--- src/rtl/vec_ecc_pkg.sv ---
package vec_ecc_pkg;
  localparam int DW   = 32;
  localparam int HW   = 6;
  localparam int CW   = HW + 1;
  localparam int NPOS = DW + HW;

  // Hamming bits: data occupies the non-power-of-two positions 3..NPOS
  function automatic logic [HW-1:0] ham_bits(input logic [DW-1:0] d);
    logic [HW-1:0] h;
    logic [4:0]    k;
    h = '0;
    k = '0;
    for (int p = 3; p <= NPOS; p++) begin
      if ((p & (p - 1)) != 0) begin
        for (int i = 0; i < HW; i++)
          if (((p >> i) & 1) == 1) h[i[2:0]] = h[i[2:0]] ^ d[k];
        k = k + 5'd1;
      end
    end
    return h;
  endfunction

  // Mask of the data bit sitting at Hamming position s (zero if none)
  function automatic logic [DW-1:0] pos_mask(input logic [HW-1:0] s);
    logic [DW-1:0] m;
    logic [4:0]    k;
    m = '0;
    k = '0;
    for (int p = 3; p <= NPOS; p++) begin
      if ((p & (p - 1)) != 0) begin
        if (s == p[HW-1:0]) m[k] = 1'b1;
        k = k + 5'd1;
      end
    end
    return m;
  endfunction
endpackage

--- src/rtl/vec_ecc_enc.sv ---
module vec_ecc_enc
  import vec_ecc_pkg::*;
(
  input  logic [DW-1:0] data_i,
  output logic [CW-1:0] chk_o
);
  logic [HW-1:0] ham;

  always_comb begin
    ham   = ham_bits(data_i);
    chk_o = {(^data_i) ^ (^ham), ham};
  end
endmodule

--- src/rtl/vec_ecc_dec.sv ---
module vec_ecc_dec
  import vec_ecc_pkg::*;
(
  input  logic [DW-1:0] data_i,
  input  logic [CW-1:0] chk_i,
  output logic [DW-1:0] data_o,
  output logic          corr_o,
  output logic          uncorr_o
);
  logic [HW-1:0] syn;
  logic          par;
  logic [DW-1:0] flip;
  logic          syn_pow2;
  logic          hit;

  always_comb begin
    syn      = ham_bits(data_i) ^ chk_i[HW-1:0];
    par      = (^data_i) ^ (^chk_i);
    flip     = pos_mask(syn);
    hit      = |flip;
    syn_pow2 = (syn & (syn - 1'b1)) == '0; // includes zero
    corr_o   = par && (syn_pow2 || hit);
    uncorr_o = (syn != '0) && !(par && (syn_pow2 || hit));
    data_o   = (corr_o && hit) ? (data_i ^ flip) : data_i;
  end
endmodule

--- src/rtl/vec_ecc_init.sv ---
module vec_ecc_init #(
  parameter int DEPTH = 64,
  localparam int IDX_W = $clog2(DEPTH)
) (
  input  logic             clk_i,
  input  logic             rst_ni,
  input  logic             start_i,
  output logic             busy_o,
  output logic             done_o,
  output logic [IDX_W-1:0] idx_o
);
  localparam logic [IDX_W-1:0] LAST = IDX_W'(DEPTH - 1);

  always_ff @(posedge clk_i or negedge rst_ni) begin
    if (!rst_ni) begin
      busy_o <= 1'b0;
      done_o <= 1'b0;
      idx_o  <= '0;
    end else if (busy_o) begin
      if (idx_o == LAST) begin
        busy_o <= 1'b0;
        done_o <= 1'b1;
      end else begin
        idx_o <= idx_o + 1'b1;
      end
    end else if (start_i) begin
      busy_o <= 1'b1;
      done_o <= 1'b0;
      idx_o  <= '0;
    end
  end

  // the run ends on the last word and leaves done set
  a_r9_last_word: assert property (@(posedge clk_i) disable iff (!rst_ni)
    busy_o && idx_o == LAST |=> !busy_o && done_o);
  a_r9_done_on_fall: assert property (@(posedge clk_i) disable iff (!rst_ni)
    $fell(busy_o) |-> done_o);
endmodule

--- src/rtl/vec_ecc_ram.sv ---
module vec_ecc_ram
  import vec_ecc_pkg::*;
#(
  parameter int DEPTH     = 64,
  parameter int ADDR_W    = 11,
  parameter int ALIAS_BIT = 10
) (
  input  logic              clk_i,
  input  logic              rst_ni,
  input  logic              req_i,
  input  logic              we_i,
  input  logic [ADDR_W-1:0] addr_i,
  input  logic [DW-1:0]     wdata_i,
  input  logic              ecc_en_i,
  input  logic              diag_en_i,
  input  logic              init_start_i,
  output logic [DW-1:0]     rdata_o,
  output logic              rvalid_o,
  output logic              corr_err_o,
  output logic              uncorr_err_o,
  output logic              wr_rej_o,
  output logic              init_busy_o,
  output logic              init_done_o
);
  localparam int IDX_W = $clog2(DEPTH);

  logic [DW-1:0] data_mem [DEPTH];
  logic [CW-1:0] chk_mem  [DEPTH];

  logic [IDX_W-1:0] idx, init_idx, wr_idx;
  logic             acc, is_alias, data_we, chk_we, diag_ok, rd_req, rej;
  logic [DW-1:0]    enc_in, data_wval, dec_data;
  logic [CW-1:0]    enc_chk, chk_wval;
  logic             dec_corr, dec_uncorr;
  logic             unused_addr;

  assign unused_addr = ^addr_i;
  assign idx      = addr_i[IDX_W-1:0];
  assign is_alias = addr_i[ALIAS_BIT];
  assign acc      = req_i && !init_busy_o;
  assign diag_ok  = diag_en_i && ecc_en_i;
  assign rd_req   = acc && !we_i;
  assign rej      = acc && we_i && is_alias && !diag_ok;

  vec_ecc_init #(.DEPTH(DEPTH)) u_init (
    .clk_i   (clk_i),
    .rst_ni  (rst_ni),
    .start_i (init_start_i),
    .busy_o  (init_busy_o),
    .done_o  (init_done_o),
    .idx_o   (init_idx)
  );

  always_comb begin
    wr_idx    = init_busy_o ? init_idx : idx;
    enc_in    = init_busy_o ? '0 : wdata_i;
    data_wval = enc_in;
    data_we   = init_busy_o || (acc && we_i && !is_alias);
    chk_we    = init_busy_o
             || (acc && we_i && !is_alias && ecc_en_i)
             || (acc && we_i && is_alias && diag_ok);
    chk_wval  = (!init_busy_o && is_alias) ? wdata_i[CW-1:0] : enc_chk;
  end

  vec_ecc_enc u_enc (
    .data_i (enc_in),
    .chk_o  (enc_chk)
  );

  vec_ecc_dec u_dec (
    .data_i   (data_mem[idx]),
    .chk_i    (chk_mem[idx]),
    .data_o   (dec_data),
    .corr_o   (dec_corr),
    .uncorr_o (dec_uncorr)
  );

  // storage has no reset: contents are undefined until written
  always_ff @(posedge clk_i) begin
    if (data_we) data_mem[wr_idx] <= data_wval;
    if (chk_we)  chk_mem[wr_idx]  <= chk_wval;
  end

  always_ff @(posedge clk_i or negedge rst_ni) begin
    if (!rst_ni) begin
      rdata_o      <= '0;
      rvalid_o     <= 1'b0;
      corr_err_o   <= 1'b0;
      uncorr_err_o <= 1'b0;
      wr_rej_o     <= 1'b0;
    end else begin
      rvalid_o     <= rd_req;
      wr_rej_o     <= rej;
      corr_err_o   <= rd_req && !is_alias && dec_corr;
      uncorr_err_o <= rd_req && !is_alias && dec_uncorr;
      if (rd_req) begin
        if (is_alias) rdata_o <= {{(DW-CW){1'b0}}, chk_mem[idx]};
        else          rdata_o <= dec_data;
      end
    end
  end

  // check-field reads never flag errors
  a_r2_alias_clean: assert property (@(posedge clk_i) disable iff (!rst_ni)
    rvalid_o && $past(addr_i[ALIAS_BIT]) |-> !corr_err_o && !uncorr_err_o);
  // rejection pulse follows exactly the blocked alias writes
  a_r6_rej_follows: assert property (@(posedge clk_i) disable iff (!rst_ni)
    $past(req_i && we_i && addr_i[ALIAS_BIT] && !(diag_en_i && ecc_en_i) && !init_busy_o)
    |-> wr_rej_o);
  a_r6_rej_only_alias: assert property (@(posedge clk_i) disable iff (!rst_ni)
    wr_rej_o |-> $past(req_i && we_i && addr_i[ALIAS_BIT]));
  // bus ignored while the init engine runs
  a_r9_bus_held: assert property (@(posedge clk_i) disable iff (!rst_ni)
    $past(init_busy_o) |-> !rvalid_o && !wr_rej_o);
  // flags exclusive and tied to a response
  a_r10_flags_excl: assert property (@(posedge clk_i) disable iff (!rst_ni)
    !(corr_err_o && uncorr_err_o));
  a_r10_flags_valid: assert property (@(posedge clk_i) disable iff (!rst_ni)
    (corr_err_o || uncorr_err_o) |-> rvalid_o);
  // every accepted read gets a response next cycle
  a_r1_read_resp: assert property (@(posedge clk_i) disable iff (!rst_ni)
    $past(req_i && !we_i && !init_busy_o) |-> rvalid_o);
endmodule

--- config.mk ---
export PLATFORM = sky130hd
export DESIGN_NAME = vec_ecc_ram
export DESIGN_NICKNAME = d
export VERILOG_FILES = /design/src/rtl/vec_ecc_pkg.sv /design/src/rtl/vec_ecc_enc.sv /design/src/rtl/vec_ecc_dec.sv /design/src/rtl/vec_ecc_init.sv /design/src/rtl/vec_ecc_ram.sv
export SDC_FILE = /design/constraint.sdc
export NUM_CORES = 2
export LEC_CHECK = 0
export BUFFER_PORTS_ARGS = -buffer_cell sky130_fd_sc_hd__buf_2
export CAP_MARGIN = 30
export CORE_MARGIN = 10
export CORE_UTILIZATION = 26
export DETAILED_ROUTE_END_ITERATION = 10
export GPL_ROUTABILITY_DRIVEN = 0
export SLEW_MARGIN = 15
export SYNTH_ARGS = -nofsm -noshare
export SYNTH_HDL_FRONTEND = slang
export SYNTH_HIERARCHICAL = 1
export SYNTH_SLANG_ARGS = --single-unit
--- constraint.sdc ---
create_clock -name clk_i -period 6.2 [get_ports clk_i]
set_clock_uncertainty 0.1 [all_clocks]
set_input_delay 1.55 -clock clk_i [delete_from_list [all_inputs] [get_ports clk_i]]
set_output_delay 1.55 -clock clk_i [all_outputs]
set_load 0.1 [all_outputs]
* Word-level counts from Yosys, hierarchy flattened
Memory sizes are Yosys's and may differ from the RTL's.
Cells that the tools add are included.
** Cells by class
- Multiplexer cells :: 57
- Reduce and logical (&&, ||, !) cells :: 35
- Eq/ne operators :: 35
- Add/sub/neg operators :: 2
- Bitwise gates (word level) :: 173
** Operators by type and width (number)
- $xor A1 B1 Y1 :: 170
- $mux W32 :: 5
- $eq A6 B5 Y1 const B :: 15
- $reduce_xor A32 Y1 :: 2
- $eq A6 B4 Y1 const B :: 7
- $eq A6 B6 Y1 const B :: 7
- $mux W6 :: 7
- $reduce_or A32 Y1 :: 1
- $xor A32 B32 Y32 :: 1
- $mux W31 :: 1
- $mux W30 :: 1
- $mux W29 :: 1
- $mux W28 :: 1
- $mux W27 :: 1
- $mux W26 :: 1
- $mux W25 :: 1
- $mux W24 :: 1
- $mux W23 :: 1
- $mux W22 :: 1
- $mux W21 :: 1
- $mux W20 :: 1
- $mux W19 :: 1
- $eq A6 B3 Y1 const B :: 3
- $mux W18 :: 1
- 31 further kinds :: 70
** Storage, ports and cells
- Word-level logic and storage cells :: 312
- Output and inout bits :: 38
- Input bits :: 50
- Register bits :: 44
- Memories kept :: 2
- RAM bits :: 2496
** Memories
- data_mem :: depth 64, width 32, read ports 1, clocked after memory_dff 0, wr ports 1, line vec_ecc_ram.sv:27 : logic [DW-1:0] data_mem [DEPTH];
- chk_mem :: depth 64, width 7, read ports 1, clocked after memory_dff 0, wr ports 1, line vec_ecc_ram.sv:28 : logic [CW-1:0] chk_mem [DEPTH];

* Depth between registers and ports, before layout
An unclocked memory read counts as a cell.
- Depth after elaboration :: 59
- Mapped depth :: 23
- Depth with buffers taken out :: 17

* Cells and area by module
The synthesis kept the hierarchy.
** By module, submodules not included
- vec_ecc_ram :: area each 96979.3 um^2, sequential area each 75852.7 um^2, times used 1, cells each 4047
- vec_ecc_dec :: area each 1510.2 um^2, sequential area each 0.0 um^2, times used 1, cells each 178
- vec_ecc_enc :: area each 706.9 um^2, sequential area each 0.0 um^2, times used 1, cells each 54
- vec_ecc_init :: area each 446.7 um^2, sequential area each 200.2 um^2, times used 1, cells each 47

* Worst setup path after synthesis
Ideal clock, no wire load.
- Path type :: input -> register
- Start point :: in addr_i[0]
- End point :: reg rdata_o[4]
- Library setup time :: 0.127 ns
- Cell stages on the path :: 19
- Slack :: -0.764 ns
- Data required time :: 5.973 ns
- Path buffers :: 4
- Arrival time :: 6.738 ns
- Cell sequence :: buf_2 > buf_6 > buf_6 > buf_2 > mux4_2 > mux4_2 > mux4_2 > xnor2_1 > xnor3_2 > xnor3_2 > nor2b_4 > mux2_4 > a2111oi_4 > nand3_1 > xnor2_1 > nor2b_1 > a311o_1 > a22oi_1 > o21ai_1
** Between the ends
- Word-level cells in the longest chain between the ends :: 59
- Elaborated cells between the ends (all ways) :: 165
- Classes of those cells :: add/sub: 1; eq/ne: 32; mux: 35; bitwise: 88; reduce/logical: 7; memory: 2
** Ends and longest elaborated chain
- start: declaration :: line vec_ecc_ram.sv:12 : input logic [ADDR_W-1:0] addr_i,
- $mem_v2 Z64 W32
- $xor A1 B1 Y1 (17 in a row) :: line vec_ecc_pkg.sv:16 : if (((p >> i) & 1) == 1) h[i[2:0]] = h[i[2:0]] ^ d[k];
- $xor A6 B6 Y6 :: line vec_ecc_dec.sv:17 : syn = ham_bits(data_i) ^ chk_i[HW-1:0];
- $eq A6 B2 Y1 :: line vec_ecc_pkg.sv:31 : if (s == p[HW-1:0]) m[k] = 1'b1;
- $mux W1 :: line vec_ecc_pkg.sv:31
- $mux W2 :: line vec_ecc_pkg.sv:31
- $mux W3 :: line vec_ecc_pkg.sv:31
- $mux W4 :: line vec_ecc_pkg.sv:31
- [... 28 more ...]
- $reduce_or A32 Y1 :: line vec_ecc_dec.sv:20 : hit = |flip;
- $logic_or A1 B1 Y1 :: line vec_ecc_dec.sv:22 : corr_o = par && (syn_pow2 || hit);
- $logic_and A1 B1 Y1 :: line vec_ecc_dec.sv:22
- $logic_and A1 B1 Y1 :: line vec_ecc_dec.sv:24 : data_o = (corr_o && hit) ? (data_i ^ flip) : data_i;
- $mux W32 * :: line vec_ecc_dec.sv:24
- via dec_data[4] :: line vec_ecc_ram.sv:32 : logic [DW-1:0] enc_in, data_wval, dec_data;
- $mux W32 * :: line vec_ecc_ram.sv:97 : if (is_alias) rdata_o <= {{(DW-CW){1'b0}}, chk_mem[idx]};
- $mux W32 * :: line vec_ecc_ram.sv:96 : if (rd_req) begin
- end signal: assignment :: line vec_ecc_ram.sv:97
- end signal: assignment :: line vec_ecc_ram.sv:98 : else rdata_o <= dec_data;
- end: declaration :: line vec_ecc_ram.sv:17 : output logic [DW-1:0] rdata_o,
Mark *: on every way through the listed nets, which the timed path passes. The rest lies on a longest branch. The select of a mux whose other input is x is not followed.
A chain may end at the register's enable or synchronous reset.

* Worst setup path in the final report
- Start point :: in addr_i[0]
- End point :: reg rdata_o[3]
Same word-level chain as after synthesis.

==> results.cfg <==
[status]
status = finished clean

[worst_setup_path]
path_class = in -> reg
crit_fanout = 15
path_common_cell = buf_4
timing.rr.end = rdata_o[3]
crit_path_cell_trace = clkbuf_16 -> buf_4 -> buf_16 -> mux4_2 -> mux4_2 -> mux4_2 -> xnor2_2 -> xnor3_2 -> xnor3_2 -> buf_4 -> nor2b_1 -> mux2_4 -> a2111oi_4 -> buf_4 -> buf_4 -> buf_4 -> nand3_1 -> xnor2_2 -> and3_1 -> a221o_1
end_kind = flip-flop
path_buf_inv = 7
r2r_start = data_mem[34][31]
worst_path_largest_cell_delay_ps = 580
r2r.worst_path.cells = 17
r2r_slack_ps = 910
worst_setup_path_start_kind = primary input
slowest_stage = mux4_2
required_ps = 6870
critPathTopFamily = multiplexers
worstPathArrival_ps = 6810

[timing]
hold_viol = 0
worst_pin_slew_ps = 1070
setup_viol = 0
period_share_pct = 99.1
relSlewSlack_pct = 27.9
min_period_ps = 6140
slew_violations = 0
max_freq_mhz = 163
tns_ps = 0
rsz0062_at_grt = true
hold_slack_ps = 337

[synth]
synth.area.top_cells = edfxtp_1 (75%), mux4_2 (17%), dfrtp_1 (1.1%)
synthTopCellsByCount = edfxtp_1 (2496), mux4_2 (770), nand2_1 (148)
synth_seq_area_share_pct = 76.3
ys_async_sr_fraction_pct = 1.73
synth_nets = 4377
yosysMostFrequentCell = edfxtp_1
ys_ff_latch = 2540
yosys_warnings = 6
synth_edf_count = 2496
synthCells = 4326
synth_top_area_cell = edfxtp_1
synth_cell_types = 70
synth_top_area_share_pct = 75.2
synth_top_flop_cell = edfxtp_1
syn_area_per_cell_um2 = 23.0
synth_area_mm2 = 0.0996

[clocking]
clockBufferDepth = 4
cts_buffers = 280
ctsRootBufferMaster = clkbuf_16
cts_tree = done
htree_levels = 5
cts_hold_buf = 0
clk_latency_ps = 930
clkSinkCount = 2540
path_clk_slew_ps = 60

[final_layout]
final_area_mm2 = 0.121
layout-drive-gt1-share_pct = 37.5
fillCellCount = 35939
nNetsFinal = 5115
syn_to_final_growth_pct = 21.3
post-route-util_pct = 31.6

[place]
portBuffers = 83
placed_area_mm2 = 0.112
hpwlAfterDp_um = 171000

[pwr]
power_leakage_uw = 0.0388
irDropWorstVdd_v = 0.000660
p_per_area_mw_per_mm2 = 399

[global_route]
antenna_found_initial = 30
grt_pass1_wl_um = 387000
grt_pass1_vias = 50635
track_usage_pct = 13.1
grt_overflow = 0
grt_start_max_net_pins = 67

[detailed_routing]
vias_per_cell = 4.79
wl_per_cell_um = 26.8
drcViolationCount = 0
ant_nets = 0
wl_um = 276000
vias = 49254
drt_pass1_iterations = 6
drtIter0Drc = 6271

[floorplan]
num_io_pins = 88
core_area_mm2 = 0.382
die_h_um = 639
die_area_mm2 = 0.408
rows = 227
die_w_um = 639
initial_utilization_pct = 26.1

[flow_run]
cap_viol_max_count = 0

[min_path]
hold_path_class = in -> async
==> where the power goes <==
group / switching, µW / internal, µW / total [µW] / leakage, µW
sequential: 352 / 21200 / 21600 / 0.0237
clock: 6380 / 9060 / 15400 / 0.00408
combinational: 7180 / 4100 / 11300 / 0.0110
==> cells in the final DEF (no fill, tap or decap), drive strengths merged, types with 3 or more instances in the layout <==
cell type / Yosys / routed
a2111oi: 4 / 4
a211oi: 3 / 3
a21o: 3 / 3
a21oi: 23 / 23
a221o: 6 / 6
a22oi: 39 / 39
a311o: 4 / 4
a311oi: 10 / 10
a31oi: 14 / 14
and2: 12 / 12
and3: 11 / 11
buf: 112 / 673
bufinv: 0 / 15
clkbuf: 107 / 351
clkinv: 0 / 87
clkinvlp: 0 / 4
dfrtp: 44 / 44
diode: 0 / 10
edfxtp: 2496 / 2496
inv: 13 / 19
mux2: 10 / 10
mux2i: 13 / 13
mux4: 770 / 770
nand2: 149 / 149
nand2b: 5 / 5
nand3: 62 / 62
nor2: 151 / 151
nor2b: 41 / 41
o21ai: 32 / 32
o32ai: 8 / 8
or4: 5 / 5
xnor2: 99 / 99
xnor3: 22 / 22
xor2: 34 / 34
==> metal layers <==
| metal | vias to the layer above | GRT usage, % | wire [µm] |
|---|---|---|---|
| met5 | - | 0 | 46 |
| met3 | 531 | 2.37 | 21400 |
| li1 | 19854 | - | - |
| met4 | 6 | 4.95 | 11800 |
| met2 | 2131 | 22.1 | 136000 |
| met1 | 26732 | 16.9 | 107000 |
==> cell type report <==
type / instances / area (µm²) / share of cell area [%]
clock buffer: 349 / 7430 / 6.15
timing repair buffer: 675 / 6650 / 5.50
sequential: 2540 / 76100 / 62.9
inverter: 13 / 56.3 / 0.0466
antenna: 10 / 25.0 / 0.0207
tap: 5038 / 6300 / 5.21
multi-input combinational: 1554 / 23500 / 19.4
clock inverter: 112 / 906 / 0.749
==> sequential cells by signal, summed over array words and instances (netlist names) <==
signal,flops
chk_mem,448
corr_err_o,1
wr_rej_o,1
data_mem,2048
rvalid_o,1
u_init/done_o,1
u_init/idx_o,6
uncorr_err_o,1
rdata_o,32
u_init/busy_o,1
==> logic make-up after synthesis <==
group                      Yosys count  share of synthesized area (%)
AOI/OAI and AO/OA                  156                           1.13
xor gates and xnor gates           156                           1.75
adders and majority gates            1                         0.0126
buffers and inverters              232                           1.10
DFF                               2540                           76.3
muxes                              793                           17.7
and+or+nand+nor                    448                           2.03
==> worst max path at each step <==
| stage | start | end | slack [ps] | cells after the start |
|---|---|---|---|---|
| floorplan | addr_i[0] | rdata_o[4] | -270 | 19 |
| global placement | addr_i[0] | rdata_o[4] | -1510 | 22 |
| detailed placement | addr_i[0] | rdata_o[4] | -1350 | 22 |
| CTS | addr_i[0] | rdata_o[4] | 10 | 21 |
| global route | addr_i[0] | rdata_o[3] | -20 | 24 |
| finish | addr_i[0] | rdata_o[3] | 60 | 20 |
==> per-stage QoR <==
step	total power [µW]	instances	setup slack, ps
4_1_cts	48200	10247	14.1
5_1_grt	49800	10288	-18.4
6_report	48300	10291	55.8
3_3_place_gp	32400	9754	-1510
3_5_place_dp	32700	9754	-1350
2_1_floorplan	27400	4326	-267
==> repair_timing <==
| item | CTS | global route |
|---|---|---|
| resized for setup | 21 | 54 |
| setup buffers | 33 | 32 |
| gates cloned | 0 | 2 |
| pin swaps | 6 | 22 |
| setup endpoints to repair | 27 | 25 |
Power figures use the tool's default switching activity.
